`config.mk`:
```
export PLATFORM = sky130hd
export DESIGN_NAME = cal_pack_top
export DESIGN_NICKNAME = d
export VERILOG_FILES = /design/src/rtl/cal_pkg.sv /design/src/rtl/cal_check.sv /design/src/rtl/bcd_enc.sv /design/src/rtl/cal_unpack.sv /design/src/rtl/cal_pack_top.sv
export SDC_FILE = /design/constraint.sdc
export NUM_CORES = 1
export LEC_CHECK = 0
export CAP_MARGIN = 20
export CORE_MARGIN = 3
export CORE_UTILIZATION = 49
export CTS_BUF_LIST = sky130_fd_sc_hd__clkbuf_16
export CTS_CLUSTER_SIZE = 12
export DETAILED_ROUTE_END_ITERATION = 8
export HOLD_SLACK_MARGIN = 0.03
export PLACE_DENSITY_LB_ADDON = 0.25
export RECOVER_POWER = 100
export SKIP_CTS_REPAIR_TIMING = 1
export SLEW_MARGIN = 20
export SYNTH_ARGS = -nofsm -noshare
export SYNTH_HDL_FRONTEND = slang
export SYNTH_HIERARCHICAL = 1
export SYNTH_SLANG_ARGS = --single-unit
```
`constraint.sdc`:
```
create_clock -name clk -period 17 [get_ports clk]
set_input_delay 5.1 -clock clk [delete_from_list [all_inputs] [get_ports clk]]
set_output_delay 5.1 -clock clk [all_outputs]
set_load 0.02 [all_outputs]
```
`src/rtl/cal_pkg.sv`:
```
package cal_pkg;

    localparam int YEAR_W   = 12;
    localparam int MON_W    = 4;
    localparam int DAY_W    = 5;
    localparam int HOUR_W   = 5;
    localparam int MIN_W    = 6;
    localparam int SEC_W    = 6;
    localparam int BYTE_W   = 8;
    localparam int VAL_W    = 7;
    localparam int NREG     = 6;
    localparam int ADDR_W   = 3;
    localparam int IDX_W    = $clog2(NREG);

    localparam int YEAR_LO    = 1970;
    localparam int YEAR_HI    = 2069;
    localparam int CENT_SPLIT = 2000;
    localparam int CENT_PREV  = 1900;
    localparam int WRAP_LIMIT = 69;

    typedef enum logic [ADDR_W-1:0] {
        REG_SEC  = 3'd0,
        REG_MIN  = 3'd1,
        REG_HOUR = 3'd2,
        REG_DAY  = 3'd3,
        REG_MON  = 3'd4,
        REG_YEAR = 3'd5
    } reg_sel_e;

    typedef enum logic [1:0] {
        ST_IDLE,
        ST_EMIT,
        ST_FIN
    } pk_state_e;

    function automatic logic [DAY_W-1:0] month_len(input logic [MON_W-1:0] m,
                                                   input logic leap);
        logic [DAY_W-1:0] r;
        unique case (m)
            4'd1, 4'd3, 4'd5, 4'd7, 4'd8, 4'd10, 4'd12: r = 5'd31;
            4'd4, 4'd6, 4'd9, 4'd11:                    r = 5'd30;
            4'd2:                                       r = leap ? 5'd29 : 5'd28;
            default:                                    r = 5'd0;
        endcase
        return r;
    endfunction

endpackage

```
`src/rtl/cal_check.sv`:
```
module cal_check
    import cal_pkg::*;
#(
    parameter int YW = YEAR_W
) (
    input  logic [YW-1:0]     year,
    input  logic [MON_W-1:0]  month,
    input  logic [DAY_W-1:0]  day,
    input  logic [HOUR_W-1:0] hour,
    input  logic [MIN_W-1:0]  minute,
    input  logic [SEC_W-1:0]  second,
    output logic              legal,
    output logic [VAL_W-1:0]  yy
);

    logic             leap;
    logic             yr_ok;
    logic             date_ok;
    logic             time_ok;
    logic [DAY_W-1:0] mlen;

    always_comb begin
        leap    = (((year % YW'(4)) == '0) && ((year % YW'(100)) != '0))
                  || ((year % YW'(400)) == '0);
        yr_ok   = (year >= YW'(YEAR_LO)) && (year <= YW'(YEAR_HI));
        mlen    = month_len(month, leap);
        date_ok = (day != '0) && (day <= mlen);
        time_ok = (hour < HOUR_W'(24)) && (minute < MIN_W'(60)) && (second < SEC_W'(60));
        legal   = yr_ok && date_ok && time_ok;
        if (year >= YW'(CENT_SPLIT))
            yy = VAL_W'(year - YW'(CENT_SPLIT));
        else
            yy = VAL_W'(year - YW'(CENT_PREV));
    end

endmodule

```
`src/rtl/bcd_enc.sv`:
```
module bcd_enc
    import cal_pkg::*;
#(
    parameter int VW = VAL_W
) (
    input  logic [VW-1:0]     val,
    output logic [BYTE_W-1:0] bcd
);

    logic [3:0] tens;
    logic [3:0] units;

    always_comb begin
        tens  = 4'(val / VW'(10));
        units = 4'(val % VW'(10));
        bcd   = {tens, units};
    end

endmodule

```
`src/rtl/cal_unpack.sv`:
```
module cal_unpack
    import cal_pkg::*;
(
    input  logic [NREG-1:0][BYTE_W-1:0] rb,
    output logic [NREG-1:0][BYTE_W-1:0] bin
);

    logic [NREG-1:0][BYTE_W-1:0] raw;

    for (genvar k = 0; k < NREG; k++) begin : g_dec
        always_comb begin
            raw[k] = BYTE_W'(rb[k][7:4]) * BYTE_W'(10) + BYTE_W'(rb[k][3:0]);
        end
    end

    always_comb begin
        bin = raw;
        if (raw[REG_YEAR] <= BYTE_W'(WRAP_LIMIT))
            bin[REG_YEAR] = raw[REG_YEAR] + BYTE_W'(100);
        bin[REG_MON] = raw[REG_MON] - BYTE_W'(1);
    end

endmodule

```
`src/rtl/cal_pack_top.sv`:
```
module cal_pack_top
    import cal_pkg::*;
(
    input  logic              clk,
    input  logic              rst_n,
    input  logic              in_valid,
    output logic              in_ready,
    input  logic [11:0]       in_year,
    input  logic [3:0]        in_month,
    input  logic [4:0]        in_day,
    input  logic [4:0]        in_hour,
    input  logic [5:0]        in_min,
    input  logic [5:0]        in_sec,
    output logic              err_pulse,
    output logic              wr_valid,
    input  logic              wr_ready,
    output logic [2:0]        wr_addr,
    output logic [7:0]        wr_data,
    output logic              done_pulse,
    input  logic [7:0]        rb_year,
    input  logic [7:0]        rb_month,
    input  logic [7:0]        rb_day,
    input  logic [7:0]        rb_hour,
    input  logic [7:0]        rb_min,
    input  logic [7:0]        rb_sec,
    output logic [7:0]        out_year,
    output logic [7:0]        out_month,
    output logic [7:0]        out_day,
    output logic [7:0]        out_hour,
    output logic [7:0]        out_min,
    output logic [7:0]        out_sec
);

    pk_state_e                    state, nxt;
    logic [IDX_W-1:0]             idx, idx_nxt;
    logic [NREG-1:0][BYTE_W-1:0]  hold;
    logic [NREG-1:0][BYTE_W-1:0]  enc;
    logic [NREG-1:0][VAL_W-1:0]   slot_val;
    logic                         legal;
    logic [VAL_W-1:0]             yy;
    logic                         accept;
    logic                         last_hs;

    cal_check u_check (
        .year   (in_year),
        .month  (in_month),
        .day    (in_day),
        .hour   (in_hour),
        .minute (in_min),
        .second (in_sec),
        .legal  (legal),
        .yy     (yy)
    );

    // Slot k is the kth write; its register index is REG_YEAR - k.
    always_comb begin
        slot_val[0] = yy;
        slot_val[1] = VAL_W'(in_month);
        slot_val[2] = VAL_W'(in_day);
        slot_val[3] = VAL_W'(in_hour);
        slot_val[4] = VAL_W'(in_min);
        slot_val[5] = VAL_W'(in_sec);
    end

    for (genvar k = 0; k < NREG; k++) begin : g_enc
        bcd_enc u_enc (
            .val (slot_val[k]),
            .bcd (enc[k])
        );
    end

    cal_unpack u_unpack (
        .rb  ({rb_year, rb_month, rb_day, rb_hour, rb_min, rb_sec}),
        .bin ({out_year, out_month, out_day, out_hour, out_min, out_sec})
    );

    assign accept  = in_valid && in_ready;
    assign last_hs = wr_valid && wr_ready && (idx == IDX_W'(NREG - 1));

    // Next-state logic
    always_comb begin
        nxt     = state;
        idx_nxt = idx;
        unique case (state)
            ST_IDLE: begin
                if (accept && legal) begin
                    nxt     = ST_EMIT;
                    idx_nxt = '0;
                end
            end
            ST_EMIT: begin
                if (wr_ready) begin
                    if (idx == IDX_W'(NREG - 1))
                        nxt = ST_FIN;
                    else
                        idx_nxt = idx + IDX_W'(1);
                end
            end
            ST_FIN: begin
                nxt = ST_IDLE;
            end
            default: nxt = ST_IDLE;
        endcase
    end

    // State register
    always_ff @(posedge clk) begin
        if (!rst_n) begin
            state <= ST_IDLE;
            idx   <= '0;
            hold  <= '0;
        end else begin
            state <= nxt;
            idx   <= idx_nxt;
            if (state == ST_IDLE && accept && legal)
                hold <= enc;
        end
    end

    // Outputs
    always_comb begin
        in_ready   = 1'b0;
        err_pulse  = 1'b0;
        wr_valid   = 1'b0;
        done_pulse = 1'b0;
        wr_addr    = ADDR_W'(REG_YEAR) - ADDR_W'(idx);
        wr_data    = hold[idx];
        unique case (state)
            ST_IDLE: begin
                in_ready  = 1'b1;
                err_pulse = in_valid && !legal;
            end
            ST_EMIT: wr_valid   = 1'b1;
            ST_FIN:  done_pulse = 1'b1;
            default: ;
        endcase
    end

    AST_WR_HOLD: assert property (@(posedge clk) disable iff (!rst_n)
        (wr_valid && !wr_ready) |=> (wr_valid && $stable(wr_addr) && $stable(wr_data)));
    AST_BUSY_NO_ACCEPT: assert property (@(posedge clk) disable iff (!rst_n)
        (wr_valid || done_pulse) |-> !in_ready);
    AST_ERR_QUIET: assert property (@(posedge clk) disable iff (!rst_n)
        err_pulse |=> (!wr_valid && in_ready));
    AST_DONE_FOLLOWS: assert property (@(posedge clk) disable iff (!rst_n)
        $rose(done_pulse) |-> $past(last_hs && wr_addr == ADDR_W'(REG_SEC)));
    AST_DONE_ONE: assert property (@(posedge clk) disable iff (!rst_n)
        done_pulse |=> (!done_pulse && in_ready));
    AST_BCD_DIGITS: assert property (@(posedge clk) disable iff (!rst_n)
        wr_valid |-> (wr_data[3:0] <= 4'd9 && wr_data[7:4] <= 4'd9));
    AST_ERR_DONE_EXCL: assert property (@(posedge clk) disable iff (!rst_n)
        !(err_pulse && (wr_valid || done_pulse)));

endmodule

```
==> impl_metrics.toml <==
[sta]
fin_skew_ps = 4.39
slew_violations = 155
finalSetupViolations = 0
tns_ps = 0
final-hold-violation-count = 0
fmaxAchievable_mhz = 61.3
tightest_slew_ps = 2090
relSlewSlack_pct = -39.4
period_share_pct = 95.9
fin_ws_ps = 690
period_needed_ps = 16310
hold_ws_ps = 469
rsz0062_at_grt = "no"

[setup_path]
end_kind = "output port"
slowest_stage = "clkdlybuf4s50_1"
worstReg2RegEnd = "hold[42]"
reg2reg_slack_ps = 14310
cp.required_ps = 11900
critPathTopFamily = "compound AO/OA/AOI/OAI gates"
crit_fanout = 16
slowest_delay_ps = 780
reg2reg_depth = 4
start_kind = "input port"
critPathKind = "in2out"
worstReg2RegStart = "state[0]"
critical_path_buf_inv_count = 3
worst-endpoint-arrival_ps = 11210

[logic_synthesis]
synth_seq_area_share_pct = 11.5
synth_seq_cells = 53
synthAdderAreaFrac_pct = 12.2
synth_compound_area_share_pct = 30.8
synth_top_family_by_area = "compound AO/OA/AOI/OAI gates"
synthArstFlopShare_pct = 0
synth_flop_cell = "dfxtp_1"
synth_warnings = 6
yosys.area_share.simple_pct = 26.5
synth_cell_types = 102
synth_area_um2 = 9230
synth_cells = 1167
synthXorXnorAreaFrac_pct = 5.13
syn-mean-instance-area_um2 = 7.91
synth_edf_count = 0
synth_mux_area_share_pct = 5.37

[final_layout]
layout-area-overhead-vs-synth_pct = 18.6
antennaDiodeCount = 0
post-route-util_pct = 60.1
final_area_um2 = 10900
nets = 1489
instances_no_fill = 1546
drive_above_1_share_pct = 10.5

[drt]
drtAntennaViolNets = 0
vias = 8847
drt-initial-drc-count = 462
routedWlPerCell_um = 14.6
drc = 0
via_per_inst = 5.72
firstDrtPassIters = 5
drt_wl_total_um = 22500

[floorplan]
die_h_um = 143
std_cell_rows = 49
fp.dieW_um = 143
core_area_um2 = 18200
start_util_pct = 50.7
ios = 153
dieArea_um2 = 20500

[power]
p_per_area_nw_per_um2 = 54.7
vdd_drop_max_uv = 40.3
finalPower_uw = 599
p_leak_nw = 4.31

[cts]
numCtsBuffers = 5
cts_sinks = 53
root_buffer = "clkbuf_16"
clockBufferDepth = 2
cts_tree = "done"
clk-insertion-delay-late_ps = 290
path_clk_slew_ps = 70
cts_htree_levels = 2

[worst_hold_path]
worst_hold_path.num_cells = 2
hold_class = "reg2reg"
hp-start = "hold[32]"
holdPathEnd = "hold[32]"

[run_status]
violations = "capacitance limit, slew limit"
outcome = "finished with violations"

[placement]
place_ws_ps = 212
place_area_um2 = 10800
gp_congestion = 0.967
dpl.cell_count = 1538
portBuffers = 144
dp_hpwl_um = 18000

[global_routing]
grt_overflow = 0
antenna_found_initial = 0
grt_max_degree = 55
grtUsageTotal_pct = 21.3
first_global_vias = 8200
grt_pass1_wl_um = 37900

[run]
maxCapViolCount = 3
-- cells in the final DEF, fill, tap and decap left out, types with 45 or more instances in the layout --
cell / count
mux2i_1: 48
dfxtp_1: 53
nor2_1: 45
clkdlybuf4s50_1: 85
inv_1: 61
a21boi_0: 51
nand2_1: 153
conb_1: 56
ha_1: 69
dlygate4sd3_1: 57
-- logic make-up (layout without fill, tap and decap cells) --
group	after synthesis	after routing
xor gates and xnor gates	54	54
buffers and inverters	152	247
and+or+nand+nor	433	433
AOI/OAI and AO/OA	342	342
muxes	49	49
DFF	53	53
adders and majority gates	83	83
other	1	56
-- sequential cells by signal, indices dropped and copies added, names as in the netlist --
name and count:
state 2, idx 3, hold 48
-- cell type report --
type                            count  area [um^2]
Fill cell                        1707         7270
Sequential cell                    53         1060
Inverter                           75          282
Clock inverter                      3         26.3
Clock buffer                        5          125
Tap cell                          229          287
Timing Repair Buffer              164         1580
Multi-Input combinational cell   1017         7580
-- report_power, final --
group | total (mW) | leakage, nW | switching [mW] | internal [mW]
Sequential | 0.125 | 0.427 | 0.000441 | 0.125
Clock | 0.104 | 0.0744 | 0.0486 | 0.0557
Combinational | 0.369 | 3.81 | 0.201 | 0.168
-- how the worst max path moves through the flow --
stage / from / endpoint / cells past startpoint
2_1_floorplan: in_year[4] / err_pulse / 26
3_3_place_gp: in_year[3] / err_pulse / 28
3_5_place_dp: in_year[3] / err_pulse / 28
4_1_cts: in_year[3] / err_pulse / 28
5_1_grt: in_year[3] / err_pulse / 28
6_report: in_year[9] / err_pulse / 26
-- Yosys cell counts (10+ instances only) --
| master | count | area (um^2) |
|---|---|---|
| fa_1 | 12 | 240 |
| nand3_1 | 27 | 135 |
| nor3_1 | 14 | 70.1 |
| a31oi_1 | 12 | 75.1 |
| inv_2 | 12 | 45.0 |
| a21boi_1 | 15 | 113 |
| a21boi_0 | 33 | 248 |
| nand2_1 | 153 | 574 |
| a21o_1 | 14 | 105 |
| o221ai_1 | 14 | 123 |
| mux2i_1 | 48 | 480 |
| nor2b_1 | 17 | 106 |
| inv_1 | 62 | 233 |
| o21a_1 | 19 | 143 |
| o21ai_0 | 28 | 140 |
| nand4bb_1 | 13 | 146 |
| buf_4 | 25 | 188 |
| o211ai_2 | 14 | 175 |
| ha_1 | 71 | 888 |
| buf_2 | 20 | 100 |
| nand2_2 | 13 | 81.3 |
| dfxtp_1 | 53 | 1060 |
| buf_6 | 11 | 124 |
| clkbuf_1 | 19 | 71.3 |
| o21ai_1 | 26 | 130 |
| xnor2_1 | 44 | 385 |
| a21boi_2 | 10 | 113 |
| xor2_1 | 10 | 87.6 |
| nand2b_1 | 28 | 175 |
| nor2_1 | 45 | 169 |
| or3_1 | 36 | 225 |
| a21oi_1 | 33 | 165 |
-- metal layers --
metal	track usage, %	share of wire (%)	up-vias
li1	-	-	4519
met1	28.4	46	4105
met2	38.1	49	199
met3	1.84	3.6	24
met4	3.27	1.3	0
met5	0	0	-
-- worst min-delay path: cells and delay by family, from the launching register on --
family	cells	cell delay, ps
AND/OR/NAND/NOR	1	70
flip-flops	1	310
AO/OA/AOI/OAI	1	50
Note: power is estimated with default switching activity, not from simulation.
